==> src/rtl/ppa_attach_pkg.sv <==
package ppa_attach_pkg;
  typedef enum logic [1:0] {ACT_DATA = 2'd0, ACT_CTRL = 2'd1, ACT_SNAP = 2'd2} act_e;
  typedef enum logic [1:0] {OP_PASS = 2'd0, OP_CONN = 2'd1, OP_DISC = 2'd2, OP_PASS_ALT = 2'd3} op_e;

  typedef struct packed {
    act_e       act;
    logic [1:0] sel;
    logic [7:0] val;
  } step_t;

  localparam int PASS_LEN   = 16;
  localparam int REG_WR_CNT = 4;
  localparam int CONN_LEN   = 2 * PASS_LEN + 3 + 4 * REG_WR_CNT;
  localparam int DISC_LEN   = PASS_LEN + 1;
  localparam int PC_W       = $clog2(CONN_LEN);

  localparam logic [7:0] MODE_INIT = 8'h00;
  localparam logic [7:0] MODE_CONN = 8'hE0;
  localparam logic [7:0] MODE_DISC = 8'h30;
  localparam logic [7:0] DATA_IDLE = 8'hFF;
  localparam logic [7:0] CTRL_IDLE = 8'h8C;
endpackage

==> src/rtl/ppa_attach_prog.sv <==
module ppa_attach_prog
  import ppa_attach_pkg::*;
(
  input  op_e             op_i,
  input  logic [7:0]      mode_i,
  input  logic [PC_W-1:0] pc_i,
  output step_t           step_o,
  output logic            last_o
);
  function automatic step_t mk(act_e a, logic [1:0] s, logic [7:0] v);
    step_t t;
    t.act = a;
    t.sel = s;
    t.val = v;
    return t;
  endfunction

  function automatic step_t pass_step(logic [3:0] i, logic [7:0] m);
    case (i)
      4'd0:    return mk(ACT_CTRL, 2'd0, 8'h04);
      4'd1:    return mk(ACT_DATA, 2'd0, 8'h22);
      4'd2:    return mk(ACT_DATA, 2'd0, 8'hAA);
      4'd3:    return mk(ACT_DATA, 2'd0, 8'h55);
      4'd4:    return mk(ACT_DATA, 2'd0, 8'h00);
      4'd5:    return mk(ACT_DATA, 2'd0, 8'hFF);
      4'd6:    return mk(ACT_SNAP, 2'd1, 8'hB8);
      4'd7:    return mk(ACT_DATA, 2'd0, 8'h87);
      4'd8:    return mk(ACT_SNAP, 2'd2, 8'hB8);
      4'd9:    return mk(ACT_DATA, 2'd0, 8'h78);
      4'd10:   return mk(ACT_SNAP, 2'd3, 8'h38);
      4'd11:   return mk(ACT_DATA, 2'd0, m);
      4'd12:   return mk(ACT_CTRL, 2'd0, 8'h04);
      4'd13:   return mk(ACT_CTRL, 2'd0, 8'h05);
      4'd14:   return mk(ACT_CTRL, 2'd0, 8'h04);
      default: return mk(ACT_DATA, 2'd0, 8'hFF);
    endcase
  endfunction

  // bridge register write: address phase, latch, value phase, release
  function automatic step_t reg_step(logic [1:0] r, logic [1:0] ph);
    logic [7:0] addr, val;
    case (r)
      2'd0:    begin addr = 8'h08; val = 8'h10; end
      2'd1:    begin addr = 8'h0C; val = 8'h14; end
      2'd2:    begin addr = 8'h0A; val = 8'h38; end
      default: begin addr = 8'h12; val = 8'h10; end
    endcase
    case (ph)
      2'd0:    return mk(ACT_DATA, 2'd0, 8'h60 + addr);
      2'd1:    return mk(ACT_CTRL, 2'd0, 8'h01);
      2'd2:    return mk(ACT_DATA, 2'd0, val);
      default: return mk(ACT_CTRL, 2'd0, 8'h04);
    endcase
  endfunction

  logic [PC_W-1:0] tail, sub;
  logic [PC_W-1:0] len;

  always_comb begin
    tail = pc_i - PC_W'(2 * PASS_LEN);
    sub  = tail - PC_W'(3);
    case (op_i)
      OP_CONN: len = PC_W'(CONN_LEN);
      OP_DISC: len = PC_W'(DISC_LEN);
      default: len = PC_W'(PASS_LEN);
    endcase
    last_o = (pc_i == len - PC_W'(1));

    if (pc_i < PC_W'(PASS_LEN)) begin
      case (op_i)
        OP_CONN: step_o = pass_step(pc_i[3:0], MODE_INIT);
        OP_DISC: step_o = pass_step(pc_i[3:0], MODE_DISC);
        default: step_o = pass_step(pc_i[3:0], mode_i);
      endcase
    end else if (op_i == OP_CONN && pc_i < PC_W'(2 * PASS_LEN)) begin
      step_o = pass_step(pc_i[3:0], MODE_CONN);
    end else if (op_i == OP_CONN) begin
      case (tail)
        PC_W'(0): step_o = mk(ACT_DATA, 2'd0, 8'h00);
        PC_W'(1): step_o = mk(ACT_CTRL, 2'd0, 8'h01);
        PC_W'(2): step_o = mk(ACT_CTRL, 2'd0, 8'h04);
        default:  step_o = reg_step(sub[3:2], sub[1:0]);
      endcase
    end else begin
      step_o = mk(ACT_CTRL, 2'd0, CTRL_IDLE);
    end
  end
endmodule

==> src/rtl/ppa_attach_pace.sv <==
module ppa_attach_pace #(
  parameter int HOLD_W = 4
) (
  input  logic              clk_i,
  input  logic              rst_ni,
  input  logic              run_i,
  input  logic              snap_i,
  input  logic [HOLD_W-1:0] hold_i,
  output logic              issue_o,
  output logic              adv_o
);
  logic [HOLD_W-1:0] cnt_q;

  assign issue_o = run_i && (cnt_q == '0);
  assign adv_o   = run_i && (snap_i || (cnt_q == hold_i - HOLD_W'(1)));

  always_ff @(posedge clk_i or negedge rst_ni) begin
    if (!rst_ni)                cnt_q <= '0;
    else if (!run_i || adv_o)   cnt_q <= '0;
    else                        cnt_q <= cnt_q + HOLD_W'(1);
  end
endmodule

==> src/rtl/ppa_attach_seq.sv <==
module ppa_attach_seq
  import ppa_attach_pkg::*;
#(
  parameter int HOLD_W = 4
) (
  input  logic              clk_i,
  input  logic              rst_ni,
  input  logic              start_i,
  input  logic [1:0]        op_i,
  input  logic [7:0]        mode_i,
  input  logic [HOLD_W-1:0] hold_i,
  input  logic [7:0]        status_i,
  output logic [7:0]        data_o,
  output logic [7:0]        ctrl_o,
  output logic [7:0]        snap1_o,
  output logic [7:0]        snap2_o,
  output logic [7:0]        snap3_o,
  output logic              busy_o,
  output logic              done_o
);
  logic              busy_q, done_q;
  op_e               op_q;
  logic [7:0]        mode_q, data_q, ctrl_q, s1_q, s2_q, s3_q;
  logic [HOLD_W-1:0] hold_q;
  logic [PC_W-1:0]   pc_q;
  step_t             step;
  logic              last, issue, adv;

  ppa_attach_prog u_prog (
    .op_i   (op_q),
    .mode_i (mode_q),
    .pc_i   (pc_q),
    .step_o (step),
    .last_o (last)
  );

  ppa_attach_pace #(.HOLD_W(HOLD_W)) u_pace (
    .clk_i   (clk_i),
    .rst_ni  (rst_ni),
    .run_i   (busy_q),
    .snap_i  (step.act == ACT_SNAP),
    .hold_i  (hold_q),
    .issue_o (issue),
    .adv_o   (adv)
  );

  always_ff @(posedge clk_i or negedge rst_ni) begin
    if (!rst_ni) begin
      busy_q <= 1'b0;
      done_q <= 1'b0;
      op_q   <= OP_PASS;
      mode_q <= '0;
      hold_q <= HOLD_W'(1);
      pc_q   <= '0;
      data_q <= DATA_IDLE;
      ctrl_q <= CTRL_IDLE;
      s1_q   <= '0;
      s2_q   <= '0;
      s3_q   <= '0;
    end else begin
      done_q <= 1'b0;
      if (start_i && !busy_q) begin
        busy_q <= 1'b1;
        op_q   <= op_e'(op_i);
        mode_q <= mode_i;
        hold_q <= (hold_i == '0) ? HOLD_W'(1) : hold_i;
        pc_q   <= '0;
      end
      if (issue) begin
        case (step.act)
          ACT_DATA: data_q <= step.val;
          ACT_CTRL: ctrl_q <= step.val;
          ACT_SNAP: begin
            case (step.sel)
              2'd1:    s1_q <= status_i & step.val;
              2'd2:    s2_q <= status_i & step.val;
              default: s3_q <= status_i & step.val;
            endcase
          end
          default: ;
        endcase
      end
      if (adv) begin
        if (last) begin
          busy_q <= 1'b0;
          done_q <= 1'b1;
        end else begin
          pc_q <= pc_q + PC_W'(1);
        end
      end
    end
  end

  assign data_o  = data_q;
  assign ctrl_o  = ctrl_q;
  assign snap1_o = s1_q;
  assign snap2_o = s2_q;
  assign snap3_o = s3_q;
  assign busy_o  = busy_q;
  assign done_o  = done_q;
endmodule

==> config.mk <==
export PLATFORM = sky130hd
export DESIGN_NAME = ppa_attach_seq
export DESIGN_NICKNAME = d
export VERILOG_FILES = /design/src/rtl/ppa_attach_pkg.sv /design/src/rtl/ppa_attach_prog.sv /design/src/rtl/ppa_attach_pace.sv /design/src/rtl/ppa_attach_seq.sv
export SDC_FILE = /design/constraint.sdc
export NUM_CORES = 1
export LEC_CHECK = 0
export BUFFER_PORTS_ARGS = -buffer_cell sky130_fd_sc_hd__buf_4
export CAP_MARGIN = 30
export CORE_UTILIZATION = 62
export CTS_CLUSTER_DIAMETER = 100
export DETAILED_ROUTE_END_ITERATION = 6
export PLACE_DENSITY = 0.84
export SYNTH_ARGS = -nofsm -noshare
export SYNTH_HDL_FRONTEND = slang
export SYNTH_SLANG_ARGS = --single-unit
==> constraint.sdc <==
create_clock -name clk_i -period 8.4 [get_ports clk_i]
set_input_delay 0.84 -clock clk_i [delete_from_list [all_inputs] [get_ports clk_i]]
set_output_delay 0.84 -clock clk_i [all_outputs]
set_load 0.02 [all_outputs]
==> impl_metrics.csv, run 1 <==
group,metric,value,unit
pwr,clockPowerShare,18.0,%
pwr,swShare,42.8,%
setup_path,path_max_fanout,21,
cells_and_area,final_design_area_no_fill,0.00482,mm²
sta,tightest_slew,0.904,ns
global_routing,antenna_violations_before_repair,0,
cells_and_area,diodes,0,
die,num_io_pins,67,
detailed_routing,detail_route.vias_per_cell,6.24,
placement,routabilityCongestion,0.970,
pwr,vdd_ir_drop_max,0.177,mV
clocking,cts.root.buffer_cell,"clkbuf_8",
placement,detailed_place.area,0.00461,mm²
clocking,post_cts_resized,0,
setup_path,timing.reg2reg.worst_path_depth,9,
placement,port_buffers,66,
die,num_rows,29,
detailed_routing,wirelength_per_cell,18.6,µm
synth,synth.top_cell.area_share,32.5,%
synth,cell_count_after_synthesis,452,
synth,synth.area.top_cells,"dfrtp_1, dfstp_2, mux2_2",
synth,synth-warning-count,0,
die,placeableCoreArea,0.00642,mm²
sta,final_max_slew_viol_count,0,
pwr,seq_power_share,31.2,%
hold_path,hold_class,"reg -> reg",
setup_path,cp-end-kind,"flop",
setup_path,worstPathArrival,3.81,ns
pwr,power_report.internal_total,0.950,mW
setup_path,r2r-end,"snap3_o[6]$_DFFE_PN0P_",
sta,worst_slack,4.80,ns
die,initial_core_util,64.8,%
global_routing,grt_pass1_wl,17.8,mm
outcome,violations_in_the_final_reports,"design-rule violations",
synth,synth_cell_types,64,
cells_and_area,final.fill_count,476,
die,floorplan.die_area,0.00704,mm²
sta,timing.max_slew.rel_slack,39.5,%
synth,synth.cells.most_frequent,"dfrtp_1, nand2_1, o21ai_0",
sta,timing.fmax,0.278,GHz
sta,finClkSkew,0.0114,ns
placement,place.detailed.instances,567,
synth,ys_async_sr_fraction,100,%
placement,dpl.hpwl,7.48,mm
clocking,clock_path_buffers,2,
cells_and_area,nNetsFinal,543,
placement,pre_cts_ws,4.92,ns
detailed_routing,via_count,3639,
sta,min_period_over_period,42.8,%
synth,yosys.area.top_type,"dfrtp_1",
detailed_routing,detail_route.wirelength,10.8,mm
sta,worst_hold_margin,0.496,ns
synth,netlist_area,0.00416,mm²
clocking,clk_latency,0.35,ns
hold_path,worstHoldEndpoint,"snap1_o[5]$_DFFE_PN0P_",
pwr,leakage,2.25,nW
cells_and_area,final_cells,583,
die,die_height,83.9,µm
clocking,number_of_buffers_created_by_cts,9,
synth,number_of_synthesized_register_bits,66,
run,max-cap-violations,0,
global_routing,grt_max_degree,67,
detailed_routing,ant_nets,0,
global_routing,first_global_vias,3510,
synth,ys_seq_area_share,40.1,%
synth,synth.avg_cell_area,9.20,µm²
detailed_routing,route.detailed.drc,2,
clocking,cts_sinks,66,
cells_and_area,ratio_of_cells_with_drive_above_1_in_the_final_layout,26.7,%
sta,finalHoldViolCount,0,
setup_path,startpoint_type,"flop",
synth,syn-num-nets,494,
clocking,setup_bufs_post_cts,0,
clocking,h-tree-depth,3,
clocking,cts.hold.buffers_added,0,
pwr,p_total,1.66,mW
outcome,status,"finished, violations left",
die,die_w,83.9,µm
sta,setup_repair_after_global_routing_missed_its_margin,"no",
sta,setup_tns,0,ns
pwr,power.density,344,mW/mm²
detailed_routing,dr.pass1.iters,7,
hold_path,min_delay_path_depth,1,
setup_path,critPathRequiredTime,8.62,ns
global_routing,globalRouteOverflowTotal,0,
setup_path,ff2ff_setup_slack,4.80,ns
pwr,p_comb_share,50.8,%
hold_path,min-delay-start,"snap1_o[5]$_DFFE_PN0P_",
cells_and_area,finalCoreUtilization,75.1,%
synth,ys.flop_type,"dfrtp_1",
setup_path,worst_r2r_startpoint,"pc_q[0]$_DFF_PN0_",
synth,synth_edf_count,0,
sta,setup_viol_count_final,0,
detailed_routing,detail_route.iter0.violations,499,
sta,clock_period_minus_final_worst_setup_slack,3.60,ns
clocking,tritoncts_clock_tree,"done",
cells_and_area,area_delta_synth_final,15.9,%
pwr,power.net_switching,0.711,mW
setup_path,path_class,"reg -> reg",
clocking,clock_pin_slew_reported_for_the_worst_setup_and_hold_paths_after_clock_tree_synthesis,0.08,ns
global_routing,globalRouteTotalUtil,32.3,%
[worst max-delay path by stage]
stage	endpoint	slack (ns)	start	cells after the start
3_3_place_gp	snap1_o[7]$_DFFE_PN0P_	5.06	pc_q[0]$_DFF_PN0_	8
2_1_floorplan	snap3_o[1]$_DFFE_PN0P_	5.71	pc_q[1]$_DFF_PN0_	12
4_1_cts	snap3_o[7]$_DFFE_PN0P_	4.91	pc_q[0]$_DFF_PN0_	9
3_5_place_dp	snap1_o[7]$_DFFE_PN0P_	4.92	pc_q[0]$_DFF_PN0_	8
5_1_grt	snap3_o[7]$_DFFE_PN0P_	4.58	pc_q[0]$_DFF_PN0_	8
6_report	snap3_o[6]$_DFFE_PN0P_	4.80	pc_q[0]$_DFF_PN0_	9
[routing by layer]
metal | part of all wire, % | global-route usage (%)
met3 | 8.1 | 5.34
met2 | 47 | 49.6
met1 | 43 | 46.2
met5 | 0 | 0
met4 | 1.7 | 12.2
[registers in the layout, indices dropped and copies added, names as in the netlist]
| signal | cells |
|---|---|
| data_o | 8 |
| busy_o | 1 |
| hold_q | 4 |
| pc_q | 6 |
| snap1_o | 8 |
| snap3_o | 8 |
| mode_q | 8 |
| op_q | 2 |
| done_o | 1 |
| ctrl_o | 8 |
| u_pace.cnt_q | 4 |
| snap2_o | 8 |
[critical path, stage by stage, from the launching register on]
cell and delay [ns]:
dfrtp_1 0.81, inv_1 0.24, ha_1 0.43, nor3b_1 0.24, o21ai_0 0.16, o22ai_1 0.35, nor3_1 0.12, ha_1 0.30
and3_1 0.43, mux2_1 0.38
[layout by cell type (no fill, tap or decap), drive strengths merged, types with 2 or more instances in the layout]
cell type	Yosys	routed
xor2	2	2
nor2b	8	8
o21a	3	3
o211ai	5	5
nor4b	4	4
dfrtp	54	54
a211oi	2	2
buf	16	69
a211o	3	3
or2	2	2
nand2	54	54
a311oi	2	2
a21boi	2	2
and2	8	8
a31o	4	4
clkbuf	15	10
a21oi	24	24
nor3	11	11
a21o	4	4
dfstp	12	12
bufinv	0	2
nand3	20	20
nor4	2	2
and3	3	3
o221ai	2	2
nor3b	4	4
o22ai	4	4
clkinv	0	2
o21bai	2	2
a31oi	5	5
nor2	23	23
inv	25	26
nand2b	7	7
ha	17	17
or4	2	2
xnor2	10	10
mux2i	6	6
mux2	32	32
o21ai	41	41
[power by group through the flow]
stage / Sequential [mW] / Clock, mW / Combinational, mW
finish: 0.519 / 0.298 / 0.844
global placement: 0.514 / 0 / 0.807
floorplan: 0.568 / 0 / 0.529
global route: 0.529 / 0.315 / 0.910
CTS: 0.517 / 0.302 / 0.832
detailed placement: 0.521 / 0 / 0.826
[final cells by class]
cell class                 instances  area, µm²  share of cell area (%)
clock inverter                     6       90.1                    1.87
clock buffer                      10        128                    2.65
multi-input combinational        330       2230                    46.3
tap                               77       96.3                    2.00
timing repair buffer              69        518                    10.7
inverter                          25       93.8                    1.95
sequential                        66       1670                    34.6
[logic make-up after synthesis]
logic type               share of synthesized area (%)
AND/OR/NAND/NOR                                   18.6
AO/OA/AOI/OAI                                     17.1
adder cells (fa/ha/maj)                           5.11
flip-flops                                        40.1
buffers and inverters                             6.32
XOR/XNOR                                          2.53
multiplexers                                      10.3
Note: power is estimated with default switching activity, not from simulation.
==> inputs of run 2 (changes only) <==
- CORE_UTILIZATION: 62 -> 57
- PLACE_DENSITY: 0.84 -> 0.78
- clock period: 8.4 -> 3.45 ns (I/O delays scaled with it)
==> run 2 against run 1 <==
The flow now finishes without violations. Cell count up 5.3%. Hold slack worse by 0.41 ns. Fmax rose by 15%. Sequential share of layout area fell by 0.95 points. Clock skew shrank 0.0019 ns. Global-route usage shrank 0.13 points. Highest routed layer unchanged. Routed wire length increased by 2.1%. Non-clock buffer count increased by 12. Power rose to 2.5 times the previous value.
==> impl_metrics.csv, run 2 (synthesized netlist as in run 1, its figures left out) <==
group,metric,value,unit
cells_and_area,layout_common_cells,"buf_4, nand2_1, dfrtp_1, o21ai_0, inv_1",
sta,tightest_slew,0.817,ns
pwr,leakage,2.32,nW
cells_and_area,mostFrequentLayoutCell,"buf_4",
pwr,p_comb_share,51.1,%
setup_path,path_max_fanout,12,
clocking,cts.root.buffer_cell,"clkbuf_8",
setup_path,cpLargestDelayFamily,"simple AND/OR/NAND/NOR gates",
sta,setup_viol_count_final,0,
setup_path,critPathRequiredTime,3.68,ns
cells_and_area,nNetsFinal,555,
die,die_height,87.4,µm
detailed_routing,wirelength_per_cell,18.0,µm
die,initial_core_util,60.2,%
clocking,post_cts_resized,0,
pwr,power_report.internal_total,2.43,mW
global_routing,grtUsageMet2,47.4,%
cells_and_area,final_cells,614,
placement,port_buffers,66,
clocking,number_of_buffers_created_by_cts,9,
clocking,clk_latency,0.35,ns
sta,final_max_slew_viol_count,0,
setup_path,cp-end-kind,"flop",
setup_path,cell_chain_critical_path,"inv_1 -> ha_1 -> nor3_1 -> a21oi_1 -> nor2_1 -> nor2_1 -> nor2_1 -> inv_1 -> ha_1 -> and3_1 -> mux2_1",
die,floorplan.die_area,0.00764,mm²
sta,clock_period_minus_final_worst_setup_slack,3.12,ns
clocking,clock_pin_slew_reported_for_the_worst_setup_and_hold_paths_after_clock_tree_synthesis,0.08,ns
setup_path,crit_buf_inv,2,
pwr,power.density,843,mW/mm²
sta,finClkSkew,0.00955,ns
pwr,clockPowerShare,19.1,%
setup_path,critical-path-top-cell-by-count,"nor2_1",
global_routing,grt_use_met3,6.35,%
global_routing,antenna_violations_before_repair,0,
setup_path,worstPathArrival,3.35,ns
global_routing,grt_pass1_wl,18.5,mm
detailed_routing,detail_route.vias_per_cell,6.02,
sta,worst_hold_margin,0.0832,ns
setup_path,startpoint_type,"flop",
clocking,setup_bufs_post_cts,0,
sta,finalHoldViolCount,0,
setup_path,worst_path_max_delay_cell,"nor3_1",
pwr,power.net_switching,1.75,mW
die,die_w,87.4,µm
clocking,h-tree-depth,3,
clocking,cts.hold.buffers_added,0,
global_routing,globalRouteOverflowTotal,0,
clocking,tritoncts_clock_tree,"done",
clocking,cts_sinks,66,
die,num_rows,30,
die,placeableCoreArea,0.00691,mm²
sta,setup_tns,0,ns
pwr,swShare,41.9,%
die,num_io_pins,67,
global_routing,first_global_vias,3628,
detailed_routing,dr.pass1.iters,5,
placement,routabilityCongestion,1.02,
cells_and_area,ratio_of_cells_with_drive_above_1_in_the_final_layout,28.4,%
run,max-cap-violations,0,
placement,place.detailed.instances,598,
pwr,vdd_ir_drop_max,0.424,mV
global_routing,grt_max_degree,67,
setup_path,path_class,"reg -> reg",
sta,timing.fmax,0.320,GHz
cells_and_area,diodes,0,
global_routing,globalRoute.busiestLayer,"met2",
clocking,clock_path_buffers,2,
hold_path,hold_class,"in -> async",
detailed_routing,via_count,3696,
detailed_routing,detail_route.wirelength,11.1,mm
sta,setup_repair_after_global_routing_missed_its_margin,"no",
global_routing,globalRouteTotalUtil,32.2,%
detailed_routing,ant_nets,0,
global_routing,gr-usage-met1,46.8,%
setup_path,cp_slowest_stage_delay,0.52,ns
pwr,seq_power_share,29.8,%
placement,dpl.hpwl,8.06,mm
outcome,status,"completed",
detailed_routing,detail_route.iter0.violations,468,
detailed_routing,route.detailed.drc,0,
cells_and_area,area_delta_synth_final,19.2,%
sta,timing.max_slew.rel_slack,45.5,%
sta,min_period_over_period,90.5,%
run 2: cell type report:
cell class,instances,area (µm²)
Multi-Input combinational cell,330,2230
Sequential cell,66,1670
Fill cell,560,1950
Tap cell,96,120
Clock buffer,10,128
Clock inverter,6,113
Inverter,25,93.8
Timing Repair Buffer,81,608
run 2: power groups by stage:
stage          clock network (mW)  registers (mW)  logic (mW)
3_5_place_dp                    0            1.26        2.09
2_1_floorplan                   0            1.38        1.29
5_1_grt                     0.841            1.28        2.32
4_1_cts                     0.811            1.25        2.10
3_3_place_gp                    0            1.25        2.06
6_report                    0.799            1.25        2.14
run 2: layer usage:
metal | share of wire [%] | vias to the layer above
met5 | 0 | -
met4 | 2.5 | 0
met3 | 8.8 | 32
met2 | 45 | 213
met1 | 43 | 1747
li1 | - | 1704
run 2: path summary, 6_finish.rpt:
path	depth (start not counted)	slack, ns	endpoint	from
worst max-delay path	11	0.33	snap3_o[6]$_DFFE_PN0P_	op_q[0]$_DFFE_PN0P_
worst min-delay path	1	0.08	u_pace.cnt_q[2]$_DFF_PN0_	rst_ni
worst max register to register	11	0.33	snap3_o[6]$_DFFE_PN0P_	op_q[0]$_DFFE_PN0P_
worst min register to register	2	0.49	mode_q[1]$_DFFE_PN0P_	mode_q[1]$_DFFE_PN0P_
max in group asynchronous	1	2.82	ctrl_o[5]$_DFFE_PN0P_	rst_ni
min in group clk_i	3	0.19	mode_q[3]$_DFFE_PN0P_	mode_i[3]
run 2: stage by stage:
stage	util (%)	total power, mW	area, µm²	setup WS, ns
2_1_floorplan	-	2.67	4160	0.762
3_3_place_gp	68.3	3.31	4720	0.489
3_5_place_dp	68.3	3.35	4720	0.450
4_1_cts	71.8	4.16	4960	0.433
5_1_grt	71.8	4.43	4960	0.110
6_report	71.8	4.18	4960	0.326
==> inputs of run 3 (changes only) <==
- CELL_PAD_IN_SITES_DETAIL_PLACEMENT: default -> 0
- CELL_PAD_IN_SITES_GLOBAL_PLACEMENT: default -> 1
- CORE_UTILIZATION: 57 -> 43
- CTS_CLUSTER_DIAMETER: 100 -> 150
- RECOVER_POWER: default -> 100
==> run 3 against run 2 <==
The run now ends with max-capacitance violations, max-slew violations left. Sequential power about the same. Power down 7.2%. Die area up 32%. Largest cell class unchanged. Cell count up 5.4%. Flip-flop and latch count unchanged.
==> impl_metrics.csv, run 3 (synthesized netlist as in run 1, its figures left out) <==
group,metric,value,unit
outcome,status,"finished, violations left",
outcome,violations_in_the_final_reports,"max-capacitance violations, max-slew violations",
global_routing,globalRouteTotalUtil,23.3,%
global_routing,grt_max_degree,67,
pwr,vdd_ir_drop_max,0.333,mV
clocking,tritoncts_clock_tree,"done",
global_routing,antenna_violations_before_repair,0,
cells_and_area,ratio_of_cells_with_drive_above_1_in_the_final_layout,18.9,%
clocking,clock_path_buffers,2,
sta,timing.fmax,0.312,GHz
placement,dpl.hpwl,8.00,mm
pwr,clockPowerShare,17.7,%
clocking,h-tree-depth,3,
sta,finClkSkew,0.0113,ns
pwr,power.density,807,mW/mm²
hold_path,hold_class,"in -> reg",
detailed_routing,wirelength_per_cell,17.1,µm
sta,setup_repair_after_global_routing_missed_its_margin,"no",
detailed_routing,detail_route.vias_per_cell,5.59,
pwr,leakage,2.15,nW
setup_path,worst_r2r_startpoint,"pc_q[0]$_DFF_PN0_",
sta,setup_viol_count_final,0,
placement,routabilityCongestion,0.928,
global_routing,globalRouteOverflowTotal,0,
pwr,p_comb_share,50.8,%
setup_path,timing.critical_path.from,"pc_q[0]$_DFF_PN0_",
cells_and_area,area_delta_synth_final,15.6,%
detailed_routing,detail_route.wirelength,11.1,mm
detailed_routing,dr.pass1.iters,5,
sta,setup_tns,0,ns
cells_and_area,diodes,0,
cells_and_area,layout_common_cells,"nand2_1, dfrtp_1, buf_4, o21ai_0, clkbuf_1",
die,initial_core_util,44.6,%
sta,clock_period_minus_final_worst_setup_slack,3.21,ns
hold_path,min-delay-start,"mode_i[2]",
sta,timing.max_slew.rel_slack,-6.59,%
setup_path,cp-end-kind,"flop",
global_routing,grt_pass1_wl,18.1,mm
die,die_w,100,µm
detailed_routing,ant_nets,0,
setup_path,path_class,"reg -> reg",
pwr,power.net_switching,1.70,mW
setup_path,path_max_fanout,8,
clocking,cts.root.buffer_cell,"clkbuf_8",
pwr,power_report.internal_total,2.19,mW
pwr,swShare,43.7,%
detailed_routing,route.detailed.drc,0,
die,num_rows,35,
detailed_routing,via_count,3617,
sta,tightest_slew,1.60,ns
placement,port_buffers,66,
die,die_height,100,µm
clocking,cts_sinks,66,
sta,min_period_over_period,93.0,%
run,max-cap-violations,1,
pwr,p_total,3.88,mW
sta,finalHoldViolCount,0,
clocking,setup_bufs_post_cts,0,
detailed_routing,detail_route.iter0.violations,269,
sta,final_max_slew_viol_count,67,
clocking,number_of_buffers_created_by_cts,9,
die,num_io_pins,67,
setup_path,startpoint_type,"flop",
pwr,seq_power_share,31.5,%
clocking,clock_pin_slew_reported_for_the_worst_setup_and_hold_paths_after_clock_tree_synthesis,0.08,ns
clocking,clk_latency,0.34,ns
die,placeableCoreArea,0.00933,mm²
setup_path,worstPathArrival,3.47,ns
cells_and_area,nNetsFinal,555,
global_routing,first_global_vias,3506,
setup_path,critPathRequiredTime,3.71,ns
die,floorplan.die_area,0.0101,mm²
-- run 3: changes by cell type in the layout (fill, tap and decap cells not counted), sizes merged --
cell      previous run  this run
buf                 81        41
bufinv               3         1
clkinvlp             0         1
clkbuf              10        51
-- run 3: final timing paths --
path / cells past startpoint / to / slack [ns]
max: 11 / snap2_o[4]$_DFFE_PN0P_ / 0.24
min: 3 / mode_q[2]$_DFFE_PN0P_ / 0.19
max reg2reg: 11 / snap2_o[4]$_DFFE_PN0P_ / 0.24
min reg2reg: 2 / mode_q[6]$_DFFE_PN0P_ / 0.47
max in group asynchronous: 1 / ctrl_o[4]$_DFFE_PN0P_ / 2.09
min in group asynchronous: 1 / u_pace.cnt_q[0]$_DFF_PN0_ / 0.40
-- run 3: worst max-delay path, stage by stage, from the launching register on --
cell	delay, ns
dfrtp_1	0.40
inv_1	0.13
ha_1	0.31
clkbuf_1	0.23
nor3_1	0.51
nand2b_2	0.25
nand2_1	0.05
or4_1	0.49
a31oi_1	0.18
clkbuf_1	0.33
nand2_1	0.10
o21ai_1	0.14
-- run 3: power groups by stage --
stage	registers, mW	clock network (mW)	logic, mW
CTS	1.24	0.710	2.09
global placement	1.25	0	2.06
finish	1.22	0.687	1.97
global route	1.26	0.735	2.16
floorplan	1.38	0	1.29
detailed placement	1.25	0	2.08
-- run 3: stage by stage --
stage	instances	area (µm²)	hold slack (ns)	utilization (%)	worst slack, ns
after floorplan	452	4160	0.0494	-	0.762
after global placement	631	4770	0.469	51.2	0.431
after detailed placement	631	4770	0.466	51.2	0.345
after CTS	647	4980	0.106	53.4	0.317
after global routing	647	4810	0.190	51.6	0.0174
final	647	4810	0.189	51.6	0.241
-- run 3: what timing repair did --
item                                    4_1_cts  5_1_grt
endpoints found under the setup margin        0        2
resized for setup                             0        1
hold buffers                                  0        0
-- run 3: cell type report --
class	count	area [µm²]
sequential	66	1670
fill	921	4520
timing repair buffer	81	473
multi-input combinational	330	2200
inverter	25	93.8
clock buffer	11	151
tap	129	161
clock inverter	5	60.1
-- run 3: per-layer routing --
metal  wire length, µm  global-route usage (%)  up-vias
met5                 0                       0        -
met4               180                    8.03        0
met3               678                    3.76       14
met2              5020                    35.6      150
met1              5220                    33.6     1752
li1                  -                       -     1701
